$ cat config.mk
export PLATFORM = sky130hd
export DESIGN_NAME = dram_cycle_top
export DESIGN_NICKNAME = d
export VERILOG_FILES = /design/src/rtl/dram_cyc_pkg.sv /design/src/rtl/dram_edge_det.sv /design/src/rtl/dram_cyc_ctrl.sv /design/src/rtl/dram_cyc_datapath.sv /design/src/rtl/dram_cycle_top.sv
export SDC_FILE = /design/constraint.sdc
export NUM_CORES = 1
export LEC_CHECK = 0
export BUFFER_PORTS_ARGS = -buffer_cell sky130_fd_sc_hd__buf_2
export CAP_MARGIN = 20
export CORE_ASPECT_RATIO = 0.5
export CORE_MARGIN = 1.5
export CORE_UTILIZATION = 35
export CTS_CLUSTER_SIZE = 10
export DETAILED_ROUTE_END_ITERATION = 6
export PLACE_DENSITY = 0.69
export SYNTH_ARGS = -nofsm -noshare
export SYNTH_HDL_FRONTEND = slang
export SYNTH_SLANG_ARGS = --single-unit
$ cat constraint.sdc
create_clock -name clk -period 1.4 [get_ports clk]
set_input_delay 0.07 -clock clk [delete_from_list [all_inputs] [get_ports clk]]
set_output_delay 0.07 -clock clk [all_outputs]
set_load 0.02 [all_outputs]
$ cat src/rtl/dram_cyc_pkg.sv
package dram_cyc_pkg;
  parameter int ROW_W  = 8;
  parameter int LANE_W = 8;

  typedef enum logic [1:0] {
    KIND_IDLE    = 2'd0,
    KIND_ACCESS  = 2'd1,
    KIND_REFRESH = 2'd2
  } cycKind_e;

  typedef struct packed {
    logic             rowLatch;
    logic             useCounter;
    logic             colLatch;
    logic             writeGo;
    logic             readGo;
    logic             modeClear;
    logic [ROW_W-1:0] refRow;
  } ctrlStrobe_t;
endpackage

$ cat src/rtl/dram_edge_det.sv
module dram_edge_det #(
  parameter logic RESET_VAL = 1'b1
) (
  input  logic clk,
  input  logic rst_n,
  input  logic sig,
  output logic fall,
  output logic rise
);
  logic sigQ;

  always_ff @(posedge clk or negedge rst_n) begin
    if (!rst_n) sigQ <= RESET_VAL;
    else        sigQ <= sig;
  end

  assign fall = sigQ & ~sig;
  assign rise = ~sigQ & sig;
endmodule

$ cat src/rtl/dram_cyc_ctrl.sv
module dram_cyc_ctrl
  import dram_cyc_pkg::*;
#(
  parameter int SETUP_CYC = 2
) (
  input  logic        clk,
  input  logic        rst_n,
  input  logic        rasN,
  input  logic        casN,
  input  logic        weN,
  output ctrlStrobe_t strobe,
  output cycKind_e    kind
);
  localparam int CNT_W = $clog2(SETUP_CYC + 1);
  localparam logic [CNT_W-1:0] SETUP_LIM = CNT_W'(SETUP_CYC);

  logic rasFall, rasRise, casFall, casRiseUnused;
  logic [CNT_W-1:0] casLowCnt;
  logic [ROW_W-1:0] refCnt;
  logic cbrNow, colOk;

  dram_edge_det #(.RESET_VAL(1'b1)) rasEdge (
    .clk(clk), .rst_n(rst_n), .sig(rasN), .fall(rasFall), .rise(rasRise)
  );
  dram_edge_det #(.RESET_VAL(1'b1)) casEdge (
    .clk(clk), .rst_n(rst_n), .sig(casN), .fall(casFall), .rise(casRiseUnused)
  );

  // consecutive edges with the column strobe low, saturating at the setup limit
  always_ff @(posedge clk or negedge rst_n) begin
    if (!rst_n)                    casLowCnt <= '0;
    else if (casN)                 casLowCnt <= '0;
    else if (casLowCnt < SETUP_LIM) casLowCnt <= casLowCnt + 1'b1;
  end

  assign cbrNow = rasFall & (casLowCnt >= SETUP_LIM);
  assign colOk  = casFall & ~rasN & (kind == KIND_ACCESS) & ~casRiseUnused;

  always_ff @(posedge clk or negedge rst_n) begin
    if (!rst_n) begin
      kind   <= KIND_IDLE;
      refCnt <= '0;
    end else if (rasFall) begin
      kind <= cbrNow ? KIND_REFRESH : KIND_ACCESS;
    end else if (rasRise) begin
      kind <= KIND_IDLE;
      if (kind == KIND_REFRESH) refCnt <= refCnt + 1'b1;
    end
  end

  always_comb begin
    strobe            = '0;
    strobe.rowLatch   = rasFall;
    strobe.useCounter = cbrNow;
    strobe.colLatch   = colOk;
    strobe.writeGo    = colOk & ~weN;
    strobe.readGo     = colOk & weN;
    strobe.modeClear  = rasRise;
    strobe.refRow     = refCnt;
  end
endmodule

$ cat src/rtl/dram_cyc_datapath.sv
module dram_cyc_datapath
  import dram_cyc_pkg::*;
(
  input  logic              clk,
  input  logic              rst_n,
  input  ctrlStrobe_t       strobe,
  input  logic [ROW_W-1:0]  addr,
  input  logic              weN,
  input  logic [LANE_W-1:0] dataIn,
  input  logic [LANE_W-1:0] rdData,
  output logic              rowStrobe,
  output logic              refreshStrobe,
  output logic [ROW_W-1:0]  actRow,
  output logic              colStrobe,
  output logic [ROW_W-1:0]  colAddr,
  output logic [LANE_W-1:0] wrEn,
  output logic [LANE_W-1:0] wrData,
  output logic [LANE_W-1:0] dataOut
);
  logic [LANE_W-1:0] laneMask;
  logic              readPending;

  // row side: activation and the per-cycle lane mask
  always_ff @(posedge clk or negedge rst_n) begin
    if (!rst_n) begin
      rowStrobe     <= 1'b0;
      refreshStrobe <= 1'b0;
      actRow        <= '0;
      laneMask      <= '0;
    end else begin
      rowStrobe     <= strobe.rowLatch;
      refreshStrobe <= strobe.rowLatch & strobe.useCounter;
      if (strobe.rowLatch) begin
        actRow <= strobe.useCounter ? strobe.refRow : addr;
        if (strobe.useCounter) laneMask <= '0;
        else                   laneMask <= weN ? '1 : dataIn;
      end else if (strobe.modeClear) begin
        laneMask <= '0;
      end
    end
  end

  // column side: latch, gated write, read capture
  always_ff @(posedge clk or negedge rst_n) begin
    if (!rst_n) begin
      colStrobe   <= 1'b0;
      colAddr     <= '0;
      wrEn        <= '0;
      wrData      <= '0;
      dataOut     <= '0;
      readPending <= 1'b0;
    end else begin
      colStrobe   <= strobe.colLatch;
      wrEn        <= strobe.writeGo ? laneMask : '0;
      readPending <= strobe.readGo;
      if (strobe.colLatch) colAddr <= addr;
      if (strobe.writeGo)  wrData  <= dataIn;
      if (readPending)     dataOut <= rdData;
    end
  end
endmodule

$ cat src/rtl/dram_cycle_top.sv
module dram_cycle_top
  import dram_cyc_pkg::*;
#(
  parameter int SETUP_CYC = 2
) (
  input  logic              clk,
  input  logic              rst_n,
  input  logic              rasN,
  input  logic              casN,
  input  logic              weN,
  input  logic [ROW_W-1:0]  addr,
  input  logic [LANE_W-1:0] dataIn,
  input  logic [LANE_W-1:0] rdData,
  output logic [1:0]        cycleKind,
  output logic              rowStrobe,
  output logic              refreshStrobe,
  output logic [ROW_W-1:0]  actRow,
  output logic              colStrobe,
  output logic [ROW_W-1:0]  colAddr,
  output logic [LANE_W-1:0] wrEn,
  output logic [LANE_W-1:0] wrData,
  output logic [LANE_W-1:0] dataOut
);
  ctrlStrobe_t strobe;
  cycKind_e    kind;

  dram_cyc_ctrl #(.SETUP_CYC(SETUP_CYC)) ctrl (
    .clk(clk), .rst_n(rst_n), .rasN(rasN), .casN(casN), .weN(weN),
    .strobe(strobe), .kind(kind)
  );

  dram_cyc_datapath dp (
    .clk(clk), .rst_n(rst_n), .strobe(strobe), .addr(addr), .weN(weN),
    .dataIn(dataIn), .rdData(rdData),
    .rowStrobe(rowStrobe), .refreshStrobe(refreshStrobe), .actRow(actRow),
    .colStrobe(colStrobe), .colAddr(colAddr), .wrEn(wrEn), .wrData(wrData),
    .dataOut(dataOut)
  );

  assign cycleKind = kind;
endmodule

==> results by group, run 1 <==
Clock network
  • Clk Latency, worst-skew pair: 320 ps
  • Max Buffers Root-to-Sink: 2
  • Root Buffer: clkbuf_16
  • Clock Sinks: 66
  • TritonCTS clock tree: yes
  • Clock Pin Slew Worst Setup and Hold Paths: 50 ps
  • Inserted Clock Buffers: 9
  • H-tree Lvls: 3

Drt
  • Final WL: 5320 um
  • Antenna violation net count after detailed routing: 0
  • Via count: 1821
  • # DRC: 0
  • Iteration count of the initial detailed-routing pass: 4
  • Via/cell ratio: 4.58
  • Avg WL per Cell: 13.4 um
  • Drt first-iter violations: 110

Place
  • Post-DP HPWL: 3810 um
  • # port buffers: 73
  • Placer Congestion: 0.719
  • Placed Instances: 364

Worst setup path
  • Startpoint types: flip-flop
  • Critical path class: flip-flop to flip-flop
  • Slowest cell on the critical path: dfstp_2
  • Reg-to-reg endpoint: dp.wrData[5]
  • Reg2Reg Setup Slack: -70 ps
  • CP bufs+invs: 1
  • Worst r2r src: ctrl.casEdge.sigQ
  • Worst R2R Path Depth: 4
  • Delay-heaviest family, CP: flip-flops
  • CP required: 1600 ps
  • Worst EP arrival: 1670 ps
  • Delay of the slowest critical-path stage: 540 ps
  • Worst-path cell chain: nand4bb_4, nor3_4, buf_12, mux2_2
  • Crit end category: flip-flop
  • Crit Path Max Fanout: 11

Global route
  • Vias in the first global route: 1927
  • GRT Residual Overflow: 0
  • Largest net degree at the start of global routing: 33
  • Initial antenna violation count: 0
  • First-pass GRT wire length: 8980 um
  • Tot GR Track Use: 14.3%

Timing
  • Setup Skew: 5.73 ps
  • RSZ-0062 raised after global routing: true
  • Final setup fails: 16
  • Fmax: 0.681 GHz
  • Slew Viols, Final: 0
  • Hold Violations, Final: 0
  • Slack of the critical path: -69.1 ps
  • Tcrit/Tclk final: 105%
  • Least-Margin Pin Slew: 431 ps
  • Fin crit period: 1470 ps
  • Worst slew margin: 71.3%

Min path
  • Hold/Removal Path Class: input pin to flip-flop
  • Hold wc startpoint: casN
  • Hold Path End: ctrl.casLowCnt[1]
  • WHS Path Cells: 2

Floorplan
  • Die span in y: 63.9 um
  • Core Area: 6940 um^2
  • Ports: 74
  • Die ar.: 7970 um^2
  • Die X: 125 um
  • Row count: 21
  • Starting Density: 37.4%

Cells and area
  • Filler cells: 605
  • Fraction of layout cells with a size suffix above 1: 45.1%
  • Synth-to-Final Area Change: 44.4%
  • Most frequent cells in the layout: buf_2 (73), dfrtp_1 (63), mux2_2 (22), nor2_1 (20), dlygate4sd3_1 (18)
  • Non-Filler Instances: 398
  • Most common cell after layout, fill and taps aside: buf_2
  • Nets: 335
  • # diodes: 0

Synth
  • Synthesized area per cell: 13.4 um^2
  • Yosys warns: 0
  • Area contributors post-synth: dfrtp_1 (62%), mux2_2 (11%), mux2i_1 (3.1%), nor2_1 (2.9%), o31ai_1 (2.3%)
  • Top cell type's share of synthesized area: 61.7%
  • Unique masters post-synth: 28
  • Sequential share of the synthesized area: 63.7%
  • #FFs+latches synth: 66
  • Post-Syn Nets: 227
  • Dominant cell type by area after synthesis: dfrtp_1
  • Synthesized cell area: 2600 um^2
  • Post-synthesis cell count: 194

Pwr
  • Tot Pwr: 6.89 mW
  • VDD IR max: 0.783 mV
  • Pwr Density: 1840 nW/um^2
  • LEAKAGE: 1.94 nW

Flow run
  • MaxCap Viol Count: 0

Run status
  • Outcome: complete, but fails checks
  • Failing checks: negative setup slack
-- synthesized netlist by cell type --
master	number
nor3_1	2
mux2_2	26
and2_2	1
nand3b_1	1
xnor2_1	2
clkbuf_1	5
nand2_1	12
dfrtp_1	64
nand4b_1	1
dfstp_2	2
nand4bb_4	1
nor2_2	1
nor2_1	20
o31ai_1	8
nor3_4	1
nor2_4	1
inv_1	4
nand4_1	2
xor2_1	6
clkbuf_2	1
a21oi_1	9
nor2b_1	1
o21ai_0	1
buf_6	1
ha_1	4
and2_1	8
nand3_1	1
mux2i_1	8
-- layout make-up --
cell class | instances | area (um^2) | area share [%]
sequential | 66 | 1660 | 44.2
multi-input combinational | 117 | 933 | 24.9
timing repair buffer | 104 | 709 | 18.9
clock buffer | 13 | 260 | 6.94
tap | 92 | 115 | 3.07
clock inverter | 2 | 60.1 | 1.60
inverter | 4 | 15.0 | 0.401
-- logic make-up after synthesis --
| family | share of synthesized area [%] |
|---|---|
| flip-flops | 63.7 |
| AND/OR/NAND/NOR | 11.1 |
| multiplexers | 14.4 |
| AO/OA/AOI/OAI | 4.24 |
| buffers and inverters | 1.93 |
| XOR/XNOR | 2.70 |
| adder cells (fa/ha/maj) | 1.93 |
-- registers in the layout (all words and copies together) (netlist names) --
signal and count:
dp.wrData 8, dp.dataOut 8, dp.rowStrobe 1, dp.colStrobe 1
ctrl.kind 2, dp.wrEn 8, ctrl.casEdge.sigQ 1, dp.readPending 1
dp.colAddr 8, ctrl.rasEdge.sigQ 1, ctrl.casLowCnt 2, dp.laneMask 8
dp.actRow 8, dp.refreshStrobe 1, ctrl.refCnt 8
-- stage by stage --
stage	area (um^2)	TNS, ps	worst slack (ps)	util, %	hold WS (ps)
after floorplan	2610	-1410	-175	-	-226
after global placement	3210	-481	-68.8	46.2	29.6
after detailed placement	3210	-781	-103	46.2	34.4
after CTS	3710	-845	-85.9	53.5	3.58
after global routing	3750	-1500	-118	54.0	7.17
final	3750	-569	-69.1	54.0	6.33
-- layer usage --
| layer | wire, um | GRT usage, % | vias to the layer above | share of wire (%) |
|---|---|---|---|---|
| met5 | 0 | 0 | - | 0 |
| met4 | 76 | 6.03 | 0 | 1.4 |
| met3 | 196 | 4.27 | 6 | 3.7 |
| met2 | 2680 | 24.4 | 38 | 50 |
| met1 | 2360 | 17.1 | 901 | 44 |
| li1 | - | - | 876 | - |
-- worst max-delay path by stage --
stage,slack (ps),start,end,cells after the start
3_3_place_gp,-70,ctrl.casEdge.sigQ,dp.wrData[1],4
6_report,-70,ctrl.casEdge.sigQ,dp.wrData[5],4
5_1_grt,-120,ctrl.casEdge.sigQ,dp.wrData[2],4
4_1_cts,-90,ctrl.casEdge.sigQ,dp.wrData[5],4
3_5_place_dp,-100,ctrl.casEdge.sigQ,dp.wrData[0],4
2_1_floorplan,-170,ctrl.kind[1],dp.wrData[6],4
-- worst register-to-register path, cell delays in order (launching register included) --
cell       delay [ps]
dfstp_2           540
nand4bb_4         140
nor3_4            180
buf_12            170
mux2_2            340
-- power by group --
part / switching (mW) / internal [mW]
clock network: 0.717 / 1.64
logic: 1.03 / 0.878
registers: 0.260 / 2.36
total: 2.01 / 4.89
-- repair_timing --
action / in CTS / in global routing
hold endpoints to repair: 31 / 0
endpoints found under the setup margin: 16 / 20
setup buffers: 0 / 1
hold buffers: 18 / 0
gates resized for setup: 1 / 7
pin swaps: 1 / 2
No activity file was read; power rests on OpenSTA's default activity.
==> run 2: changes to the inputs <==
==> constraint.sdc (replaced) <==
create_clock -name clk -period 1.2 [get_ports clk]
set_input_delay 0.06 -clock clk [delete_from_list [all_inputs] [get_ports clk]]
set_output_delay 0.06 -clock clk [all_outputs]
set_load 0.02 [all_outputs]
==> run 2 against run 1 <==
  * The run still ends with negative setup slack left
  * Worst hold slack worse by 4.4 ps
  * Sequential share of layout area is 4.3 points lower
  * Clock skew is 0.99 ps lower
  * Fmax is 4.0% lower
  * Sequential power is 17% higher
  * Final cell count is 5.3% higher
  * Critical path type unchanged
  * Critical endpoint is now dp.wrData[3]
  * Highest routed layer unchanged
==> results by group, run 2 (same netlist as run 1, synthesis figures left out) <==
Floorplan
  • Die span in y: 63.9 um
  • Row count: 21
  • Die ar.: 7970 um^2
  • Ports: 74
  • Starting Density: 37.4%
  • Die X: 125 um
  • Core Area: 6940 um^2

Worst setup path
  • Worst R2R Path Depth: 4
  • Worst EP arrival: 1730 ps
  • Reg2Reg Setup Slack: -330 ps
  • CP required: 1400 ps
  • Crit Path Max Fanout: 11
  • Critical path class: flip-flop to flip-flop
  • Startpoint types: flip-flop
  • Crit path launch: ctrl.casEdge.sigQ
  • Reg-to-reg endpoint: dp.wrData[3]
  • Worst setup path end: dp.wrData[3]
  • Worst r2r src: ctrl.casEdge.sigQ
  • Crit end category: flip-flop

Place
  • DP Area: 3300 um^2
  • Post-DP HPWL: 4010 um
  • Placer Congestion: 0.767
  • # port buffers: 73
  • Placed Instances: 370

Global route
  • First-pass GRT wire length: 10100 um
  • Tot GR Track Use: 16.3%
  • Largest net degree at the start of global routing: 39
  • GRT Residual Overflow: 0
  • Vias in the first global route: 2014
  • Initial antenna violation count: 0

Timing
  • RSZ-0062 raised after global routing: true
  • Final setup fails: 49
  • Least-Margin Pin Slew: 380 ps
  • Fin crit period: 1530 ps
  • Slack of the critical path: -331 ps
  • Setup Skew: 4.74 ps
  • Tcrit/Tclk final: 128%
  • Fmax: 0.653 GHz
  • Worst slew margin: 74.7%
  • Slew Viols, Final: 0
  • Hold Violations, Final: 0

Run status
  • Failing checks: negative setup slack
  • Outcome: complete, but fails checks

Drt
  • Drt first-iter violations: 88
  • # DRC: 0
  • Iteration count of the initial detailed-routing pass: 4
  • Antenna violation net count after detailed routing: 0
  • Uppermost routed layer: met4
  • Via count: 1994
  • Met3 WL: 201 um
  • Via/cell ratio: 4.76
  • WL met2: 3520 um
  • Avg WL per Cell: 15.5 um
  • Final WL: 6510 um
  • Met1 Wirelength: 2740 um

Cells and area
  • Non-Filler Instances: 419
  • Most common cell after layout, fill and taps aside: buf_2
  • # diodes: 0
  • Filler cells: 528
  • Fraction of layout cells with a size suffix above 1: 53.8%
  • Final core area utilization: 59.9%
  • Most frequent cells in the layout: buf_2 (73), dfrtp_1 (63), dlygate4sd3_1 (23), mux2_2 (21), nor2_1 (19)
  • Post-route cell area: 4150 um^2
  • Synth-to-Final Area Change: 60.0%
  • Nets: 355

Min path
  • Hold/Removal Path Class: input pin to flip-flop

Clock network
  • Inserted Clock Buffers: 9
  • Root Buffer: clkbuf_16
  • Clk Latency, worst-skew pair: 320 ps
  • Clock Sinks: 66
  • Max Buffers Root-to-Sink: 2
  • TritonCTS clock tree: yes
  • H-tree Lvls: 3
  • Clock Pin Slew Worst Setup and Hold Paths: 60 ps

Flow run
  • MaxCap Viol Count: 0

Pwr
  • Pwr Density: 2040 nW/um^2
  • VDD IR max: 0.904 mV
  • LEAKAGE: 2.10 nW
[run 2: cell types whose count changed in the layout (fill, tap and decap cells not counted), moves of 4 or more]
| cell | previous run | this run |
|---|---|---|
| buf_4 | 7 | 11 |
| o31ai_1 | 7 | 0 |
| nand2_1 | 11 | 7 |
| o31ai_4 | 0 | 7 |
| buf_6 | 1 | 10 |
| dlygate4sd3_1 | 18 | 23 |
[run 2: timing repair]
action                     CTS  global route
pin swaps                   12             8
gates resized for setup     28            20
gates cloned                 1             0
setup buffers                7             2
setup endpoints to repair   50            51
hold buffers                23             0
hold endpoints to repair    36             0
[run 2: worst max-delay path: stages (launching register included)]
cell and delay [ps]:
dfstp_2 550, nand4bb_4 140, nor3_4 230, buf_12 170, mux2_2 330
[run 2: how the worst min path moves through the flow]
stage                  from           endpoint  slack, ps  cells past startpoint
detailed placement    rst_n       dp.wrData[0]          3                      1
finish              addr[2]      dp.colAddr[2]          2                      2
global placement      rst_n     dp.laneMask[0]         -4                      1
CTS                 addr[2]      dp.colAddr[2]          3                      2
floorplan             rst_n  ctrl.casLowCnt[0]       -240                      0
global route        addr[2]      dp.colAddr[2]          2                      2
[run 2: area by class of cell]
class                           count  area (um^2)  area share [%]
Timing Repair Buffer              123          906            21.8
Clock inverter                      6         66.3            1.60
Inverter                            4         15.0           0.362
Multi-Input combinational cell    118         1160            27.8
Tap cell                           92          115            2.77
Sequential cell                    66         1660            39.9
Clock buffer                       10          239            5.75
[run 2: through the flow]
stage / hold WS (ps) / setup TNS [ps] / power [mW] / setup WS, ps
2_1_floorplan: -236 / -7600 / 4.43 / -374
3_3_place_gp: -4.02 / -4930 / 5.32 / -277
3_5_place_dp: 2.98 / -6690 / 5.43 / -315
4_1_cts: 2.85 / -8180 / 8.31 / -326
5_1_grt: 1.87 / -11180 / 8.89 / -360
6_report: 1.94 / -8970 / 8.47 / -331
[run 2: routing by layer]
metal / vias to the layer above / track usage [%]
met3: 6 / 4.27
met4: 0 / 4.45
li1: 927 / -
met1: 1024 / 19.3
met2: 37 / 29.9
met5: - / 0
[run 2: power breakdown]
group	switching (mW)	internal, mW
Clock	0.940	1.66
Combinational	1.47	1.32
Sequential	0.319	2.75
Total	2.73	5.74
==> run 3: changes to the inputs <==
--- a/config.mk
+++ b/config.mk
@@ -9,10 +9,10 @@
 export CAP_MARGIN = 20
 export CORE_ASPECT_RATIO = 0.5
 export CORE_MARGIN = 1.5
-export CORE_UTILIZATION = 35
+export CORE_UTILIZATION = 40
 export CTS_CLUSTER_SIZE = 10
 export DETAILED_ROUTE_END_ITERATION = 6
-export PLACE_DENSITY = 0.69
+export PLACE_DENSITY = 0.76
 export SYNTH_ARGS = -nofsm -noshare
 export SYNTH_HDL_FRONTEND = slang
 export SYNTH_SLANG_ARGS = --single-unit
==> run 3 against run 2 <==
  * The run still ends with negative setup slack left
  * Global-route usage rose by 4.4 points
  * Critical path depth did not move
  * Worst hold slack improved by 3.9 ps
  * Sequential cell count did not move
  * Non-clock buffer count rose by 1
  * First-iteration DRC count rose by 2.3%
  * Die area fell by 12%
==> results by group, run 3 (same netlist as run 1, synthesis figures left out) <==
Worst setup path
  • Delay-heaviest family, CP: flip-flops
  • Critical path class: flip-flop to flip-flop
  • CP required: 1410 ps
  • Startpoint types: flip-flop
  • Worst-path cell chain: nand4bb_4, nor3_4, buf_12, mux2_2
  • Crit path launch: ctrl.casEdge.sigQ
  • Delay of the slowest critical-path stage: 550 ps
  • Worst R2R Path Depth: 4
  • Crit end category: flip-flop
  • Worst EP arrival: 1750 ps
  • Slowest cell on the critical path: dfstp_2
  • Worst r2r src: ctrl.casEdge.sigQ
  • Crit Path Max Fanout: 9
  • Reg2Reg Setup Slack: -330 ps
  • CP bufs+invs: 1
  • Levels on crit path: 4

Floorplan
  • Die ar.: 7010 um^2
  • Ports: 74
  • Die span in y: 60.0 um
  • Row count: 20
  • Starting Density: 42.2%
  • Core Area: 6160 um^2
  • Die X: 117 um

Place
  • DP Area: 3290 um^2
  • Post-DP HPWL: 3980 um
  • Placer Congestion: 0.818
  • Pre-CTS setup slack: -324 ps
  • # port buffers: 73

Timing
  • Tcrit/Tclk final: 128%
  • Slack of the critical path: -335 ps
  • Setup Skew: 4.15 ps
  • RSZ-0062 raised after global routing: true
  • Final setup fails: 50
  • Hold Violations, Final: 0
  • Slew Viols, Final: 0
  • Hold Slack: 5.80 ps
  • Worst slew margin: 77.4%
  • Least-Margin Pin Slew: 339 ps
  • Fin crit period: 1530 ps
  • Fmax: 0.652 GHz

Cells and area
  • Filler cells: 412
  • Area of the multi-input gates: 1130 um^2
  • Flip-flop and latch area: 1660 um^2
  • Most common cell after layout, fill and taps aside: buf_2
  • Synth-to-Final Area Change: 61.5%
  • Most frequent cells in the layout: buf_2 (73), dfrtp_1 (62), dlygate4sd3_1 (26), mux2_2 (23), nor2_1 (18)
  • Post-route cell area: 4190 um^2
  • Fraction of layout cells with a size suffix above 1: 53.4%
  • Nets: 356
  • # diodes: 0

Clock network
  • Clock Sinks: 66
  • Max Buffers Root-to-Sink: 2
  • Clock Pin Slew Worst Setup and Hold Paths: 50 ps
  • Root Buffer: clkbuf_16
  • H-tree Lvls: 3
  • Inserted Clock Buffers: 9
  • Clk Latency, worst-skew pair: 330 ps
  • TritonCTS clock tree: yes

Drt
  • # DRC: 0
  • Avg WL per Cell: 16.7 um
  • Via/cell ratio: 4.78
  • Via count: 1988
  • Antenna violation net count after detailed routing: 0
  • Final WL: 6930 um
  • Iteration count of the initial detailed-routing pass: 4
  • Drt first-iter violations: 90

Pwr
  • LEAKAGE: 2.10 nW
  • Tot Pwr: 9.12 mW
  • VDD IR max: 0.828 mV
  • Pwr Density: 2170 nW/um^2

Run status
  • Outcome: complete, but fails checks
  • Failing checks: negative setup slack

Global route
  • Vias in the first global route: 2113
  • Tot GR Track Use: 20.8%
  • Initial antenna violation count: 0
  • GRT Residual Overflow: 0
  • First-pass GRT wire length: 10600 um
  • Largest net degree at the start of global routing: 67

Flow run
  • MaxCap Viol Count: 0

Min path
  • Hold wc startpoint: addr[5]
  • Hold/Removal Path Class: input pin to flip-flop
  • WHS Path Cells: 2
==> run 3: cell count changes in the layout (fill, tap and decap cells not counted), moves of 2 or more <==
cell           before  now
mux2_2             21   23
nand2_4             3    1
mux2i_1             8    6
nand2_2             1    4
dlygate4sd3_1      23   26
clkinvlp_4          3    0
buf_6              10    7
mux2i_2             0    2
mux2_4              5    3
bufinv_16           1    4
==> run 3: final timing paths <==
kind	endpoint
setup reg to reg	dp.wrData[2]
max in group asynchronous	ctrl.rasEdge.sigQ
setup / recovery	dp.wrData[2]
hold / removal	dp.colAddr[5]
hold reg to reg	ctrl.refCnt[7]
min in group asynchronous	dp.wrData[7]
==> run 3: final cells by class <==
| class | count | area share, % |
|---|---|---|
| clock inverters | 5 | 2.98 |
| well taps | 88 | 2.63 |
| flip-flops and latches | 66 | 39.5 |
| repair buffers | 124 | 21.9 |
| clock buffers | 11 | 5.79 |
| inverters | 4 | 0.358 |
| multi-input cells | 118 | 26.9 |
==> run 3: repair_timing <==
action,in CTS,in global routing
pin swaps,12,8
hold buffers,23,3
hold endpoints to repair,85,3
setup buffers,4,3
gates cloned,1,0
setup endpoints to repair,49,51
gates resized for setup,26,18
==> run 3: report_power, final <==
part           switching (mW)  leakage, nW  internal, mW
clock network           0.903        0.180          2.29
logic                    1.49         1.06          1.32
registers               0.351        0.862          2.76
==> run 3: stage by stage <==
stage	TNS (ps)	instances	utilization, %
2_1_floorplan	-7600	194	-
3_3_place_gp	-5710	366	53.5
3_5_place_dp	-7380	366	53.5
4_1_cts	-8750	410	65.7
5_1_grt	-11560	416	68.1
6_report	-9640	416	68.1
==> run 3: routing by layer <==
metal	vias up	routed length (um)	track usage (%)
li1	923	-	-
met1	999	2740	24.1
met2	51	3710	37.4
met3	15	315	7.00
met4	0	165	5.85
met5	-	0	0
